**src/rtl/spim_pkg.sv**
```systemverilog
package spim_pkg;
  localparam logic [7:0] OFF_CTRL = 8'h60;
  localparam logic [7:0] OFF_STAT = 8'h64;
  localparam logic [7:0] OFF_TXD  = 8'h68;
  localparam logic [7:0] OFF_RXD  = 8'h6C;
  localparam logic [7:0] OFF_SEL  = 8'h70;

  localparam int CB_LOOP  = 0;
  localparam int CB_EN    = 1;
  localparam int CB_MST   = 2;
  localparam int CB_CPOL  = 3;
  localparam int CB_CPHA  = 4;
  localparam int CB_TXCLR = 5;
  localparam int CB_RXCLR = 6;
  localparam int CB_MAN   = 7;
  localparam int CB_HOLD  = 8;
  localparam int CB_LSB   = 9;
  localparam int CTRL_W   = 10;

  localparam logic [CTRL_W-1:0] CTRL_RST  = 10'h100;
  localparam logic [CTRL_W-1:0] CTRL_KEEP = 10'h39F;

  typedef enum logic {SH_IDLE, SH_RUN} sh_state_e;
endpackage

```
**src/rtl/spim_fifo.sv**
```systemverilog
module spim_fifo #(
  parameter int WIDTH = 8,
  parameter int DEPTH = 16
) (
  input  logic             clk_i,
  input  logic             rst_ni,
  input  logic             flush_i,
  input  logic             push_i,
  input  logic [WIDTH-1:0] din_i,
  input  logic             pop_i,
  output logic [WIDTH-1:0] dout_o,
  output logic             empty_o,
  output logic             full_o
);
  localparam int AW = (DEPTH > 1) ? $clog2(DEPTH) : 1;
  localparam int CW = $clog2(DEPTH + 1);
  localparam logic [AW-1:0] LAST_PTR = AW'(DEPTH - 1);
  localparam logic [CW-1:0] FULL_CNT = CW'(DEPTH);

  logic [WIDTH-1:0] mem_q [DEPTH];
  logic [AW-1:0] wr_q, wr_d, rd_q, rd_d;
  logic [CW-1:0] cnt_q, cnt_d;

  assign empty_o = (cnt_q == '0);
  assign full_o  = (cnt_q == FULL_CNT);
  assign dout_o  = mem_q[rd_q];

  always_comb begin
    wr_d  = wr_q;
    rd_d  = rd_q;
    cnt_d = cnt_q;
    if (flush_i) begin
      wr_d  = '0;
      rd_d  = '0;
      cnt_d = '0;
    end else begin
      if (push_i) wr_d = (wr_q == LAST_PTR) ? '0 : wr_q + 1'b1;
      if (pop_i)  rd_d = (rd_q == LAST_PTR) ? '0 : rd_q + 1'b1;
      if (push_i && !pop_i) cnt_d = cnt_q + 1'b1;
      else if (pop_i && !push_i) cnt_d = cnt_q - 1'b1;
    end
  end

  always_ff @(posedge clk_i or negedge rst_ni) begin
    if (!rst_ni) begin
      wr_q  <= '0;
      rd_q  <= '0;
      cnt_q <= '0;
    end else begin
      wr_q  <= wr_d;
      rd_q  <= rd_d;
      cnt_q <= cnt_d;
    end
  end

  always_ff @(posedge clk_i) begin
    if (push_i && !flush_i) mem_q[wr_q] <= din_i;
  end

  // the owner never pushes into a full FIFO unless a pop frees a slot
  assert_no_overflow_R9: assert property (@(posedge clk_i) disable iff (!rst_ni)
    (push_i && full_o) |-> pop_i);
  // the owner never pops an empty FIFO
  assert_no_underflow_R9: assert property (@(posedge clk_i) disable iff (!rst_ni)
    pop_i |-> !empty_o);
endmodule

```
**src/rtl/spim_shift.sv**
```systemverilog
module spim_shift import spim_pkg::*; #(
  parameter int WORD_W   = 8,
  parameter int HALF_DIV = 2
) (
  input  logic              clk_i,
  input  logic              rst_ni,
  input  logic              run_i,
  input  logic              have_word_i,
  input  logic [WORD_W-1:0] word_i,
  input  logic              cpol_i,
  input  logic              cpha_i,
  input  logic              lsb_i,
  input  logic              miso_i,
  output logic              pop_o,
  output logic              sclk_o,
  output logic              mosi_o,
  output logic              busy_o,
  output logic              done_o,
  output logic [WORD_W-1:0] rx_word_o
);
  localparam int EDGES = 2 * WORD_W;
  localparam int EW    = $clog2(EDGES);
  localparam int DW    = (HALF_DIV > 1) ? $clog2(HALF_DIV) : 1;
  localparam logic [EW-1:0] LAST_EDGE = EW'(EDGES - 1);
  localparam logic [DW-1:0] DIV_TOP   = DW'(HALF_DIV - 1);

  sh_state_e st_q, st_d;
  logic [DW-1:0] div_q, div_d;
  logic [EW-1:0] edge_q, edge_d;
  logic phase_q, phase_d;
  logic [WORD_W-1:0] sr_q, sr_d, rx_q, rx_d, rxw_q, rxw_d;
  logic done_q, done_d;
  logic start, tick, lead, last, smp, shf;
  logic [WORD_W-1:0] word_rev, rx_rev;

  assign start     = (st_q == SH_IDLE) && run_i && have_word_i;
  assign tick      = (div_q == DIV_TOP);
  assign lead      = !edge_q[0];
  assign last      = (edge_q == LAST_EDGE);
  assign smp       = cpha_i ? !lead : lead;
  assign shf       = cpha_i ? (lead && (edge_q != '0)) : (!lead && !last);
  assign pop_o     = start;
  assign busy_o    = (st_q == SH_RUN) || start;
  assign mosi_o    = sr_q[WORD_W-1];
  assign sclk_o    = cpol_i ^ phase_q;
  assign done_o    = done_q;
  assign rx_word_o = rxw_q;

  always_comb begin
    st_d    = st_q;
    div_d   = div_q;
    edge_d  = edge_q;
    phase_d = phase_q;
    sr_d    = sr_q;
    rx_d    = rx_q;
    rxw_d   = rxw_q;
    done_d  = 1'b0;
    for (int i = 0; i < WORD_W; i++) word_rev[i] = word_i[WORD_W-1-i];
    if (st_q == SH_IDLE) begin
      if (start) begin
        st_d    = SH_RUN;
        div_d   = '0;
        edge_d  = '0;
        phase_d = 1'b0;
        rx_d    = '0;
        sr_d    = lsb_i ? word_rev : word_i;
      end
    end else begin
      div_d = tick ? '0 : div_q + 1'b1;
      if (tick) begin
        phase_d = !phase_q;
        if (smp) rx_d = {rx_q[WORD_W-2:0], miso_i};
        if (shf) sr_d = {sr_q[WORD_W-2:0], 1'b0};
        if (last) begin
          st_d   = SH_IDLE;
          done_d = 1'b1;
        end else begin
          edge_d = edge_q + 1'b1;
        end
      end
    end
    for (int i = 0; i < WORD_W; i++) rx_rev[i] = rx_d[WORD_W-1-i];
    if (done_d) rxw_d = lsb_i ? rx_rev : rx_d;
  end

  always_ff @(posedge clk_i or negedge rst_ni) begin
    if (!rst_ni) begin
      st_q    <= SH_IDLE;
      div_q   <= '0;
      edge_q  <= '0;
      phase_q <= 1'b0;
      sr_q    <= '0;
      rx_q    <= '0;
      rxw_q   <= '0;
      done_q  <= 1'b0;
    end else begin
      st_q    <= st_d;
      div_q   <= div_d;
      edge_q  <= edge_d;
      phase_q <= phase_d;
      sr_q    <= sr_d;
      rx_q    <= rx_d;
      rxw_q   <= rxw_d;
      done_q  <= done_d;
    end
  end

  // an idle engine without permission to run stays idle
  assert_hold_idle_R4: assert property (@(posedge clk_i) disable iff (!rst_ni)
    (st_q == SH_IDLE && !run_i) |=> (st_q == SH_IDLE));
  // between words the serial clock rests at the polarity level
  assert_sclk_rest_R5: assert property (@(posedge clk_i) disable iff (!rst_ni)
    (st_q == SH_IDLE) |-> (sclk_o == cpol_i));
endmodule

```
**src/rtl/spi_master_mmio.sv**
```systemverilog
module spi_master_mmio import spim_pkg::*; #(
  parameter int WORD_W     = 8,
  parameter int FIFO_DEPTH = 16,
  parameter int HALF_DIV   = 2,
  parameter int NUM_SS     = 4
) (
  input  logic              clk_i,
  input  logic              rst_ni,
  input  logic              bus_wr_i,
  input  logic              bus_rd_i,
  input  logic [7:0]        bus_addr_i,
  input  logic [31:0]       bus_wdata_i,
  output logic [31:0]       bus_rdata_o,
  output logic              sclk_o,
  output logic              mosi_o,
  input  logic              miso_i,
  output logic [NUM_SS-1:0] ss_no,
  output logic              lvl_tx_empty_o,
  output logic              lvl_rx_avail_o,
  output logic              evt_tx_done_o,
  output logic              evt_tx_drop_o,
  output logic              evt_rx_drop_o
);
  logic [1:0] rst_sync_q;
  logic rst_n;
  logic [CTRL_W-1:0] ctrl_q, ctrl_d;
  logic [NUM_SS-1:0] sel_q, sel_d;
  logic wr_ctrl, wr_txd, wr_sel, rd_rxd;
  logic tx_flush, rx_flush, tx_push, tx_pop, rx_push, rx_pop;
  logic tx_empty, tx_full, rx_empty, rx_full;
  logic [WORD_W-1:0] tx_head, rx_head, rx_word;
  logic sh_busy, sh_done, sh_mosi, run, miso_int;
  logic [31:0] rxd_ext, sel_ext;

  always_ff @(posedge clk_i or negedge rst_ni) begin
    if (!rst_ni) rst_sync_q <= 2'b00;
    else         rst_sync_q <= {rst_sync_q[0], 1'b1};
  end
  assign rst_n = rst_sync_q[1];

  assign wr_ctrl = bus_wr_i && (bus_addr_i == OFF_CTRL);
  assign wr_txd  = bus_wr_i && (bus_addr_i == OFF_TXD);
  assign wr_sel  = bus_wr_i && (bus_addr_i == OFF_SEL);
  assign rd_rxd  = bus_rd_i && (bus_addr_i == OFF_RXD);

  assign tx_flush = wr_ctrl && bus_wdata_i[CB_TXCLR];
  assign rx_flush = wr_ctrl && bus_wdata_i[CB_RXCLR];
  assign tx_push  = wr_txd && !tx_full;
  assign rx_pop   = rd_rxd && !rx_empty;
  assign rx_push  = sh_done && (!rx_full || rx_pop);

  always_comb begin
    ctrl_d = ctrl_q;
    sel_d  = sel_q;
    if (wr_ctrl) ctrl_d = bus_wdata_i[CTRL_W-1:0] & CTRL_KEEP;
    if (wr_sel)  sel_d  = bus_wdata_i[NUM_SS-1:0];
  end

  always_ff @(posedge clk_i or negedge rst_n) begin
    if (!rst_n) begin
      ctrl_q <= CTRL_RST;
      sel_q  <= '1;
    end else begin
      ctrl_q <= ctrl_d;
      sel_q  <= sel_d;
    end
  end

  assign run      = ctrl_q[CB_EN] && ctrl_q[CB_MST] && !ctrl_q[CB_HOLD];
  assign miso_int = ctrl_q[CB_LOOP] ? sh_mosi : miso_i;

  spim_fifo #(.WIDTH(WORD_W), .DEPTH(FIFO_DEPTH)) u_txf (
    .clk_i(clk_i), .rst_ni(rst_n), .flush_i(tx_flush),
    .push_i(tx_push), .din_i(bus_wdata_i[WORD_W-1:0]),
    .pop_i(tx_pop), .dout_o(tx_head), .empty_o(tx_empty), .full_o(tx_full));

  spim_fifo #(.WIDTH(WORD_W), .DEPTH(FIFO_DEPTH)) u_rxf (
    .clk_i(clk_i), .rst_ni(rst_n), .flush_i(rx_flush),
    .push_i(rx_push), .din_i(rx_word),
    .pop_i(rx_pop), .dout_o(rx_head), .empty_o(rx_empty), .full_o(rx_full));

  spim_shift #(.WORD_W(WORD_W), .HALF_DIV(HALF_DIV)) u_shift (
    .clk_i(clk_i), .rst_ni(rst_n), .run_i(run), .have_word_i(!tx_empty),
    .word_i(tx_head), .cpol_i(ctrl_q[CB_CPOL]), .cpha_i(ctrl_q[CB_CPHA]),
    .lsb_i(ctrl_q[CB_LSB]), .miso_i(miso_int), .pop_o(tx_pop),
    .sclk_o(sclk_o), .mosi_o(sh_mosi), .busy_o(sh_busy), .done_o(sh_done),
    .rx_word_o(rx_word));

  assign mosi_o = sh_mosi;
  assign ss_no  = (ctrl_q[CB_MAN] || sh_busy) ? sel_q : '1;

  assign lvl_tx_empty_o = tx_empty;
  assign lvl_rx_avail_o = !rx_empty;
  assign evt_tx_done_o  = sh_done && tx_empty;
  assign evt_tx_drop_o  = wr_txd && tx_full;
  assign evt_rx_drop_o  = sh_done && rx_full && !rx_pop;

  always_comb begin
    rxd_ext = '0;
    sel_ext = '0;
    if (!rx_empty) rxd_ext[WORD_W-1:0] = rx_head;
    sel_ext[NUM_SS-1:0] = sel_q;
    case (bus_addr_i)
      OFF_CTRL: bus_rdata_o = {{(32-CTRL_W){1'b0}}, ctrl_q};
      OFF_STAT: bus_rdata_o = {27'b0, 1'b0, tx_full, tx_empty, rx_full, rx_empty};
      OFF_RXD:  bus_rdata_o = rxd_ext;
      OFF_SEL:  bus_rdata_o = sel_ext;
      default:  bus_rdata_o = '0;
    endcase
  end

  // the done event only fires once the engine has nothing left to send
  assert_done_idle_R10: assert property (@(posedge clk_i) disable iff (!rst_n)
    evt_tx_done_o |-> !sh_busy);
  // the engine never pops a word while it lacks permission to run
  assert_pop_needs_run_R12: assert property (@(posedge clk_i) disable iff (!rst_n)
    tx_pop |-> (ctrl_q[CB_EN] && ctrl_q[CB_MST] && !ctrl_q[CB_HOLD]));
endmodule

```
**config.mk**
```make
export PLATFORM = sky130hd
export DESIGN_NAME = spi_master_mmio
export DESIGN_NICKNAME = d
export VERILOG_FILES = /design/src/rtl/spim_pkg.sv /design/src/rtl/spim_fifo.sv /design/src/rtl/spim_shift.sv /design/src/rtl/spi_master_mmio.sv
export SDC_FILE = /design/constraint.sdc
export NUM_CORES = 1
export LEC_CHECK = 0
export ABC_CLOCK_PERIOD_IN_PS = 3000
export BUFFER_PORTS_ARGS = -buffer_cell sky130_fd_sc_hd__buf_2
export CAP_MARGIN = 20
export CELL_PAD_IN_SITES_DETAIL_PLACEMENT = 2
export CELL_PAD_IN_SITES_GLOBAL_PLACEMENT = 2
export CORE_ASPECT_RATIO = 1.2
export CORE_MARGIN = 4
export CORE_UTILIZATION = 43
export CTS_BUF_LIST = sky130_fd_sc_hd__clkbuf_4 sky130_fd_sc_hd__clkbuf_8 sky130_fd_sc_hd__clkbuf_16
export CTS_CLUSTER_DIAMETER = 50
export DETAILED_ROUTE_END_ITERATION = 8
export GPL_ROUTABILITY_DRIVEN = 0
export PLACE_DENSITY_LB_ADDON = 0.2
export SLEW_MARGIN = 10
export SYNTH_ARGS = -nofsm -noshare
export SYNTH_HDL_FRONTEND = slang
export SYNTH_SLANG_ARGS = --single-unit
```
**constraint.sdc**
```tcl
create_clock -name clk_i -period 3 [get_ports clk_i]
set_clock_uncertainty 0.15 [all_clocks]
set_input_delay 0.15 -clock clk_i [delete_from_list [all_inputs] [get_ports clk_i]]
set_output_delay 0.15 -clock clk_i [all_outputs]
set_load 0.03 [all_outputs]
```
==> impl_metrics.ini, run 1 <==
[finish]
multi_input_area_mm2 = 0.004531
register_area_mm2 = 0.009502
instances_no_fill = 1507
fin_area_mm2 = 0.01706
area_delta_synth_final_pct = 18.99
fillCellCount = 3061
final_util_pct = 51.59
nNetsFinal = 1095
layout_common_cells = edfxtp_1 (256), buf_4 (67), dfrtp_1 (64), mux4_2 (56), mux2i_1 (55)
final_common_cell = edfxtp_1
diodes = 0
drive_gt1_share_pct = 28.38

[job]
cap_violations = 0

[critical_path]
timing.critical_path.mode_cell = mux4_2
crit_path_end_kind = output pin
worst-path-max-fanout = 5
critical_path_class = register to output pin
max_stage_delay_ns = 0.52
path_cells = buf_4, buf_12, mux4_2, mux4_2, a32o_2, buf_6
slowest_stage = mux4_2
cp-start-kind = register
cp_data_required_time_ns = 2.70
arrival_ns = 2.69

[power]
net-switching-power_mw = 2.636
comb_power_share_pct = 8.6
p_clk_share_pct = 42.6
peakVddDrop_v = 0.0005144
netSwitchingFraction_pct = 24.23
p_int_mw = 8.244
leakage_nw = 6.275
p_seq_share_pct = 48.9
power_mw = 10.88
cellPowerDensity_mw_per_mm2 = 637.8

[logic_synthesis]
yosysUniqueCellTypes = 71
async_reset_ff_share_pct = 21.95
yosysSeqAreaShare_pct = 66.23
syn_area_per_cell_um2 = 15.81
synth-edff-count = 256
synthTopCellsByArea = edfxtp_1 (54%), dfrtp_1 (12%), mux4_2 (8.8%), mux2i_1 (3.8%), ha_1 (1.7%)
syn_inst = 907
synthFlopType = edfxtp_1
ys_warn_count = 0
synth_area_mm2 = 0.01434
netlist.area_leader.share_pct = 53.62
synth-seq-cells = 328
synth_largest_area_cell = edfxtp_1

[sta]
maxSlewHeadroom_pct = 48.29
fin_crit_sh_pct = 99.62
hold_viol = 0
setup_viol_count_final = 0
fin_tns_setup_ns = 0
drv_slew = 0
fin_ws_ns = 0.01151
fin_hold_ws_ns = 0.01495
rsz0062_at_grt = yes
tightest_slew_ns = 0.7740
layout_min_cycle_time_ns = 2.988
maxClockFrequency_mhz = 334.6

[route]
ant_nets = 0
route.detailed.vias_per_inst = 5.597
drtPass1Iterations = 5
wl_per_cell_um = 25.90
drcViolationCount = 0
drt_iter0_markers = 469
routed_wirelength_um = 39040
vias = 8434

[floorplan]
core_area_mm2 = 0.03306
initial_utilization_pct = 43.36
die_x_um = 174.7
num_rows = 73
die-area_mm2 = 0.03634
die_y_um = 208.0
design.portCount = 88

[clock_tree]
cts_tree = yes
cts_buffers = 38
cts_root_buf = clkbuf_16
clockBufferDepth = 3
insertion_delay_ns = 0.52
clock_sinks = 328
path_clk_slew_ns = 0.06
htree_num_levels = 2

[global_routing]
track_usage_pct = 21.58
antenna_found_initial = 0
grt_pass1_vias = 9523
grt_max_degree = 48
grt_first_pass_wirelength_um = 60010
globalRoute.totalOverflow = 0

[place]
portBuffers = 43
dp_slack_ns = 0.01200
dp_hpwl_um = 26650
dpl_cell_area_mm2 = 0.01536
dp_cells = 1416

[run_status]
status = finished, final reports clean

[min_path]
hp-class = input port to register
==> critical path: cells and delay by family (launching register included) <==
kind / cells / cell delay, ns
AOI/OAI and AO/OA: 1 / 0.32
buffers and inverters: 3 / 0.41
DFF: 1 / 0.45
muxes: 2 / 1.00
==> final timing paths <==
kind                                      from              to  slack (ns)  depth (start not counted)
worst max register to register  u_txf.cnt_q[3]  u_txf.cnt_q[4]        0.12                          9
min in group asynchronous        rst_sync_q[1]   u_rxf.wr_q[2]        0.21                          0
worst min register to register   rst_sync_q[1]   u_rxf.wr_q[2]        0.21                          0
worst max-delay path             u_rxf.rd_q[0]  bus_rdata_o[4]        0.01                          6
worst min-delay path                  bus_wr_i        sel_q[1]        0.01                          3
max in group asynchronous        rst_sync_q[1]   u_txf.rd_q[2]        1.83                          1
==> synthesized netlist by cell type (3+ instances only) <==
| library cell | number |
|---|---|
| o22ai_1 | 5 |
| o21ai_0 | 26 |
| a21o_1 | 5 |
| nand3_1 | 19 |
| nor2_1 | 52 |
| buf_4 | 25 |
| xnor2_1 | 6 |
| mux2_2 | 16 |
| ha_1 | 19 |
| a22o_1 | 13 |
| inv_1 | 25 |
| nor4_1 | 7 |
| mux4_2 | 56 |
| a21oi_1 | 22 |
| or2_2 | 6 |
| a221oi_1 | 4 |
| edfxtp_1 | 256 |
| nor3_1 | 14 |
| nand2_1 | 45 |
| a32o_1 | 3 |
| a222oi_1 | 4 |
| nor2b_1 | 3 |
| o2bb2ai_1 | 6 |
| and2_1 | 11 |
| xor2_1 | 7 |
| buf_2 | 18 |
| mux2i_1 | 55 |
| or3_1 | 4 |
| dfstp_2 | 5 |
| buf_1 | 3 |
| a22oi_1 | 8 |
| o211ai_1 | 6 |
| and3_1 | 7 |
| a2111o_1 | 4 |
| clkbuf_1 | 22 |
| dfrtp_1 | 67 |
| nand2b_1 | 4 |
| a31oi_1 | 6 |
==> layout make-up <==
cell class | instances | share of cell area, %
Timing Repair Buffer | 130 | 6.440
Sequential cell | 328 | 55.70
Tap cell | 450 | 3.301
Multi-Input combinational cell | 505 | 26.56
Inverter | 26 | 0.5721
Clock buffer | 50 | 6.344
Clock inverter | 18 | 1.086
==> repair_timing <==
item,in CTS,in global routing
resized for setup,30,10
cloned,3,2
endpoints found under the hold margin,134,0
setup buffers,3,3
pin swaps,2,3
hold buffers,13,0
setup endpoints to repair,12,13
==> cell families after synthesis <==
kind of cell	after synthesis	share of synthesized area (%)
flops	328	66.23
fa+ha+maj	21	1.938
buf+inv	95	3.351
simple gates	184	6.284
xor+xnor	13	0.7942
mux	127	13.89
compound gates	137	7.454
other cells	2	0.05238
==> layer usage <==
layer  global-route usage [%]  routed length [um]  up-vias
li1                         -                   -     3740
met1                    24.69               14450     4465
met2                    42.00               22260      167
met3                    2.889                1332       62
met4                    5.691                 995        0
met5                        0                   0        -
==> sequential cells by signal (all words and copies together) (netlist names), 4 cells and up <==
name,flops
u_txf.wr_q,4
u_shift.edge_q,4
u_rxf.rd_q,4
sel_q,4
u_txf.mem_q,128
u_shift.rx_q,8
u_shift.rx_word_o,8
u_txf.rd_q,4
u_rxf.mem_q,128
u_txf.cnt_q,5
u_rxf.wr_q,4
ctrl_q,8
u_rxf.cnt_q,5
u_shift.sr_q,8
==> power groups by stage <==
stage	clock, mW	combinational [mW]	sequential [mW]
after detailed placement	0	0.869	5.40
after CTS	4.72	0.928	5.32
after global routing	4.92	1.02	5.35
after floorplan	0	0.629	5.30
final	4.63	0.932	5.32
after global placement	0	0.831	5.38
Note: power is estimated with default switching activity, not from simulation.
==> run 2: changes to the inputs <==
--- a/config.mk
+++ b/config.mk
@@ -5,7 +5,7 @@
 export SDC_FILE = /design/constraint.sdc
 export NUM_CORES = 1
 export LEC_CHECK = 0
-export ABC_CLOCK_PERIOD_IN_PS = 3000
+export ABC_CLOCK_PERIOD_IN_PS = 3900
 export BUFFER_PORTS_ARGS = -buffer_cell sky130_fd_sc_hd__buf_2
 export CAP_MARGIN = 20
 export CELL_PAD_IN_SITES_DETAIL_PLACEMENT = 2
==> constraint.sdc (replaced) <==
create_clock -name clk_i -period 3.9 [get_ports clk_i]
set_clock_uncertainty 0.15 [all_clocks]
set_input_delay 0.195 -clock clk_i [delete_from_list [all_inputs] [get_ports clk_i]]
set_output_delay 0.195 -clock clk_i [all_outputs]
set_load 0.03 [all_outputs]
==> run 2 against run 1 <==
Global-route usage fell by 0.22 points. Cell area fell by 2.9%. Largest power group unchanged. Register-to-register slack improved by 0.51 ns. Critical endpoint is now bus_rdata_o[7]. Die area did not move. Routed wire length fell by 0.96%. Combinational power fell by 32%. Hold slack improved by 0.0062 ns. Critical path depth fell by 1. Core utilization fell by 1.5 points. Flip-flop and latch count did not move.
==> impl_metrics.ini, run 2 (synthesis results as in run 1) <==
[run_status]
status = finished, final reports clean

[finish]
area_delta_synth_final_pct = 15.60
nNetsFinal = 1063
diodes = 0
fin_area_mm2 = 0.01657
final_common_cell = edfxtp_1
drive_gt1_share_pct = 24.76
layout_common_cells = edfxtp_1 (256), dfrtp_1 (64), mux4_2 (56), mux2i_1 (55), nor2_1 (52)
largestRegisters = u_rxf.mem_q (128), u_txf.mem_q (128)

[sta]
hold_viol = 0
tightest_slew_ns = 0.9771
drv_slew = 0
rsz0062_at_grt = no
maxClockFrequency_mhz = 286.4
fin_crit_sh_pct = 89.52
layout_min_cycle_time_ns = 3.491
setup_viol_count_final = 0
fin_tns_setup_ns = 0
maxSlewHeadroom_pct = 34.86

[min_path]
holdPathStages = 3
hold_end = u_shift.rx_q[0]
hp-class = input port to register
min-delay-start = miso_i

[place]
dp_hpwl_um = 26270
dpl_cell_area_mm2 = 0.01518
portBuffers = 43

[route]
drtPass1Iterations = 6
drt_iter0_markers = 469
route.detailed.vias_per_inst = 5.560
ant_nets = 0
wl_per_cell_um = 26.19
vias = 8207
drcViolationCount = 0
routed_wirelength_um = 38660

[global_routing]
grt_first_pass_wirelength_um = 58910
grt_max_degree = 49
track_usage_pct = 21.36
antenna_found_initial = 0
globalRoute.totalOverflow = 0
grt_pass1_vias = 9299

[floorplan]
die_y_um = 208.0
design.portCount = 88
initial_utilization_pct = 43.36
die-area_mm2 = 0.03634
num_rows = 73
core_area_mm2 = 0.03306
die_x_um = 174.7

[clock_tree]
path_clk_slew_ns = 0.05
cts_tree = yes
clockBufferDepth = 3
insertion_delay_ns = 0.53
ctsHoldBuffers = 12
cts_setup_buffers = 0
htree_num_levels = 2
cts_root_buf = clkbuf_16
cts_buffers = 37
ctsResizeCount = 0
clock_sinks = 328

[critical_path]
rrSetupSlack_ns = 0.63
arrival_ns = 3.15
cp_data_required_time_ns = 3.56
ff2ff_path_depth = 10
crit_path_end_kind = output pin
worst-path-max-fanout = 20
critical_path_class = register to output pin
worstReg2RegStart = u_rxf.cnt_q[0]
r2r-end = u_rxf.cnt_q[4]
cp-start-kind = register

[power]
leakage_nw = 6.067
cellPowerDensity_mw_per_mm2 = 503.9
peakVddDrop_v = 0.0004221
power_mw = 8.350

[job]
cap_violations = 0
## run 2: changes by cell type in the layout (fill, tap and decap cells not counted), moves of 4 or more
cell	delta
buf_4	-24
clkbuf_8	+4
clkbuf_4	-4
clkinv_2	+5
buf_6	-6
buf_12	-5
o21ai_0	+4
buf_2	+10
## run 2: worst max-delay path by stage
stage | slack [ns] | to | start
floorplan | 0.73 | u_txf.cnt_q[4] | u_txf.cnt_q[3]
CTS | 0.33 | bus_rdata_o[7] | u_rxf.rd_q[0]
finish | 0.41 | bus_rdata_o[7] | u_rxf.rd_q[0]
global placement | 0.79 | u_rxf.cnt_q[4] | u_rxf.cnt_q[0]
detailed placement | 0.63 | u_rxf.cnt_q[4] | u_rxf.cnt_q[0]
global route | 0.25 | bus_rdata_o[7] | u_rxf.rd_q[0]
## run 2: worst max-delay path, cell delays in order (launching register included)
cell,delay [ns]
dfrtp_2,0.76
buf_12,0.29
mux4_2,0.59
mux4_2,0.48
a32o_1,0.31
buf_2,0.19
## run 2: final cells by class
cell class / instances / area (um^2)
Tap cell: 450 / 563.0
Clock inverter: 18 / 177.7
Fill cell: 3056 / 16490
Sequential cell: 328 / 9502
Timing Repair Buffer: 99 / 678.2
Inverter: 26 / 97.59
Clock buffer: 50 / 1090
Multi-Input combinational cell: 505 / 4464
## run 2: routing by layer
metal  part of all wire, %  routed length [um]  GRT usage, %  up-vias
met2                    55               21450         40.24      144
met5                     0                   0             0        -
met1                    39               15050         25.49     4345
li1                      -                   -             -     3665
met3                   3.1                1192         2.817       53
met4                   2.5                 966         6.070        0
## run 2: where the power goes
| group | leakage [nW] | switching [mW] | internal [mW] |
|---|---|---|---|
| clock network | 0.635 | 1.43 | 2.17 |
| registers | 3.17 | 0.202 | 3.92 |
| logic | 2.26 | 0.367 | 0.266 |
## run 2: stage by stage
step	setup WS [ns]	util, %	cells	hold WS (ns)
6_report	0.4086	50.12	1476	0.02118
5_1_grt	0.2475	50.12	1476	0.05414
4_1_cts	0.3251	50.10	1475	0.008486
3_5_place_dp	0.6329	45.90	1395	-0.1671
3_3_place_gp	0.7921	45.90	1395	-0.1705
2_1_floorplan	0.7293	-	928	-0.2506
==> run 3: changes to the inputs <==
--- a/config.mk
+++ b/config.mk
@@ -5,6 +5,7 @@
 export SDC_FILE = /design/constraint.sdc
 export NUM_CORES = 1
 export LEC_CHECK = 0
+export ABC_AREA = 1
 export ABC_CLOCK_PERIOD_IN_PS = 3900
 export BUFFER_PORTS_ARGS = -buffer_cell sky130_fd_sc_hd__buf_2
 export CAP_MARGIN = 20
==> run 3 against run 2 <==
Fmax rose by 3.0%. Register-to-register slack better by 0.27 ns. Clock power is essentially flat. Critical path type unchanged.
==> impl_metrics.ini, run 3 <==
[global_routing]
grt_max_degree = 71
globalRoute.totalOverflow = 0
grt_pass1_vias = 11714
grt_first_pass_wirelength_um = 68620
antenna_found_initial = 1
track_usage_pct = 23.94

[finish]
final_common_cell = nand2_1
fillCellCount = 3468
area_delta_synth_final_pct = 12.96
layout_common_cells = nand2_1 (332), edfxtp_1 (256), nand3_1 (188), nor2_1 (108), inv_1 (95)
nNetsFinal = 1521
drive_gt1_share_pct = 11.42
largestRegisters = u_rxf.mem_q (128), u_txf.mem_q (128)
register_area_mm2 = 0.009502
final_util_pct = 49.06
multi_input_area_mm2 = 0.004506

[clock_tree]
ctsResizeCount = 0
path_clk_slew_ns = 0.06
htree_num_levels = 2
cts_root_buf = clkbuf_16
cts_setup_buffers = 0
clock_sinks = 328
clockBufferDepth = 3
cts_tree = yes
ctsHoldBuffers = 16
cts_buffers = 37
insertion_delay_ns = 0.52

[route]
drcViolationCount = 0
ant_nets = 0
drtPass1Iterations = 5
routed_wirelength_um = 44500
wl_per_cell_um = 22.98
route.detailed.vias_per_inst = 5.460
vias = 10576
drt_iter0_markers = 519

[critical_path]
arrival_ns = 3.05
ff2ff_path_depth = 11
slowest_stage = nand2_1
crit_path_end_kind = output pin
path_cells = nor2_1, nand4_1, nand2_1, inv_1, nor2_1, nand2_1, nand2_1, buf_2
worstSetupStartpoint = u_txf.cnt_q[0]
timing.critical_path.mode_cell = nand2_1
cp.depth = 8
path_buf_inv = 2
critical_path_class = register to output pin
critPathTopFamily = simple AND/OR/NAND/NOR gates
max_stage_delay_ns = 0.54
rrSetupSlack_ns = 0.90
worstReg2RegStart = u_txf.cnt_q[0]
cp-start-kind = register
cp_data_required_time_ns = 3.56
r2r-end = u_txf.cnt_q[4]
crit_path_end = ss_no[2]
worst-path-max-fanout = 12

[logic_synthesis]
syn_inst = 1404
yosysSeqAreaShare_pct = 64.34
synth-seq-cells = 328
netlist.area_leader.share_pct = 52.09
ys_warn_count = 0
synth_largest_area_cell = edfxtp_1
synth_area_mm2 = 0.01476
yosysUniqueCellTypes = 47
async_reset_ff_share_pct = 21.95
synthFlopType = edfxtp_1
synthTopCellsByArea = edfxtp_1 (52%), dfrtp_1 (11%), nand2_1 (8.4%), nand3_1 (6.4%), o21ai_0 (3.2%)
synth-edff-count = 256
syn_area_per_cell_um2 = 10.51
synth_common_cells = nand2_1 (332), edfxtp_1 (256), nand3_1 (188)
synth_most_common_cell = nand2_1

[run_status]
status = finished, final reports clean

[sta]
fin_crit_sh_pct = 86.95
rsz0062_at_grt = no
hold_viol = 0
layout_min_cycle_time_ns = 3.391
setup_viol_count_final = 0
fin_tns_setup_ns = 0
tightest_slew_ns = 0.9981
drv_slew = 0
maxClockFrequency_mhz = 294.9
maxSlewHeadroom_pct = 33.46

[floorplan]
die_y_um = 210.9
initial_utilization_pct = 43.43
die_x_um = 177.1
design.portCount = 88
core_area_mm2 = 0.03398
die-area_mm2 = 0.03736
num_rows = 74

[power]
peakVddDrop_v = 0.0004068
leakage_nw = 6.663
cellPowerDensity_mw_per_mm2 = 619.5

[place]
dp_hpwl_um = 29480
portBuffers = 43

[job]
cap_violations = 0

[min_path]
hp-class = input port to register
[run 3: changes by cell type after synthesis, sizes merged, moves of 56 or more]
| cell | before | now |
|---|---|---|
| nor2 | 54 | 114 |
| o21ai | 28 | 97 |
| nand2 | 45 | 343 |
| mux4 | 56 | 0 |
| inv | 26 | 100 |
| nand3 | 19 | 194 |
[run 3: how the worst min path moves through the flow]
stage	end	depth (start not counted)	start	slack, ns
after global routing	sel_q[3]	3	bus_wdata_i[3]	0.03
after detailed placement	rst_sync_q[1]	1	rst_ni	-0.16
final	sel_q[3]	4	bus_addr_i[6]	0.02
after CTS	sel_q[3]	4	bus_addr_i[5]	0.001
after floorplan	rst_sync_q[0]	0	rst_ni	-0.25
after global placement	rst_sync_q[0]	1	rst_ni	-0.17
[run 3: layout make-up]
type	instances	area share, %
Multi-Input combinational cell	913	27.03
Tap cell	456	3.422
Clock inverter	23	1.644
Sequential cell	328	56.99
Inverter	104	2.372
Timing Repair Buffer	71	2.792
Antenna cell	1	0.01501
Clock buffer	41	5.734
[run 3: metal layers]
metal / share of wire, % / GRT usage, % / vias up
li1: - / - / 4879
met1: 39 / 27.48 / 5423
met2: 54 / 45.12 / 183
met3: 3.1 / 2.936 / 91
met4: 4.3 / 9.448 / 0
met5: 0 / 0 / -
[run 3: cells by family after synthesis]
family / after synthesis / synth area share (%)
compound gates: 177 / 6.613
xor+xnor: 13 / 0.7715
fa+ha+maj: 21 / 1.882
buf+inv: 184 / 5.663
flops: 328 / 64.34
mux: 1 / 0.07630
other cells: 2 / 0.05089
simple gates: 678 / 20.60
[run 3: metrics by stage]
stage / total power, mW / hold slack [ns] / instances / cell area, um^2 / setup WS, ns
2_1_floorplan: 6.029 / -0.2506 / 1425 / 14840 / 1.462
3_3_place_gp: 6.640 / -0.1691 / 1856 / 15280 / 1.006
3_5_place_dp: 6.801 / -0.1630 / 1856 / 15280 / 0.9396
4_1_cts: 10.45 / 0.001208 / 1936 / 16670 / 0.5135
5_1_grt: 10.89 / 0.03215 / 1937 / 16670 / 0.2573
6_report: 10.33 / 0.01597 / 1937 / 16670 / 0.5088
[run 3: power by group]
part           total (mW)  switching, mW  internal (mW)
clock                3.57           1.40           2.17
combinational        2.05           1.42          0.636
sequential           4.71          0.505           4.20
total                10.3           3.32           7.01
[run 3: worst min-delay path, cell delays in order]
cell and delay (ns):
buf_2 0.11, nand3_2 0.12, nor4_2 0.08, o21ai_0 0.14
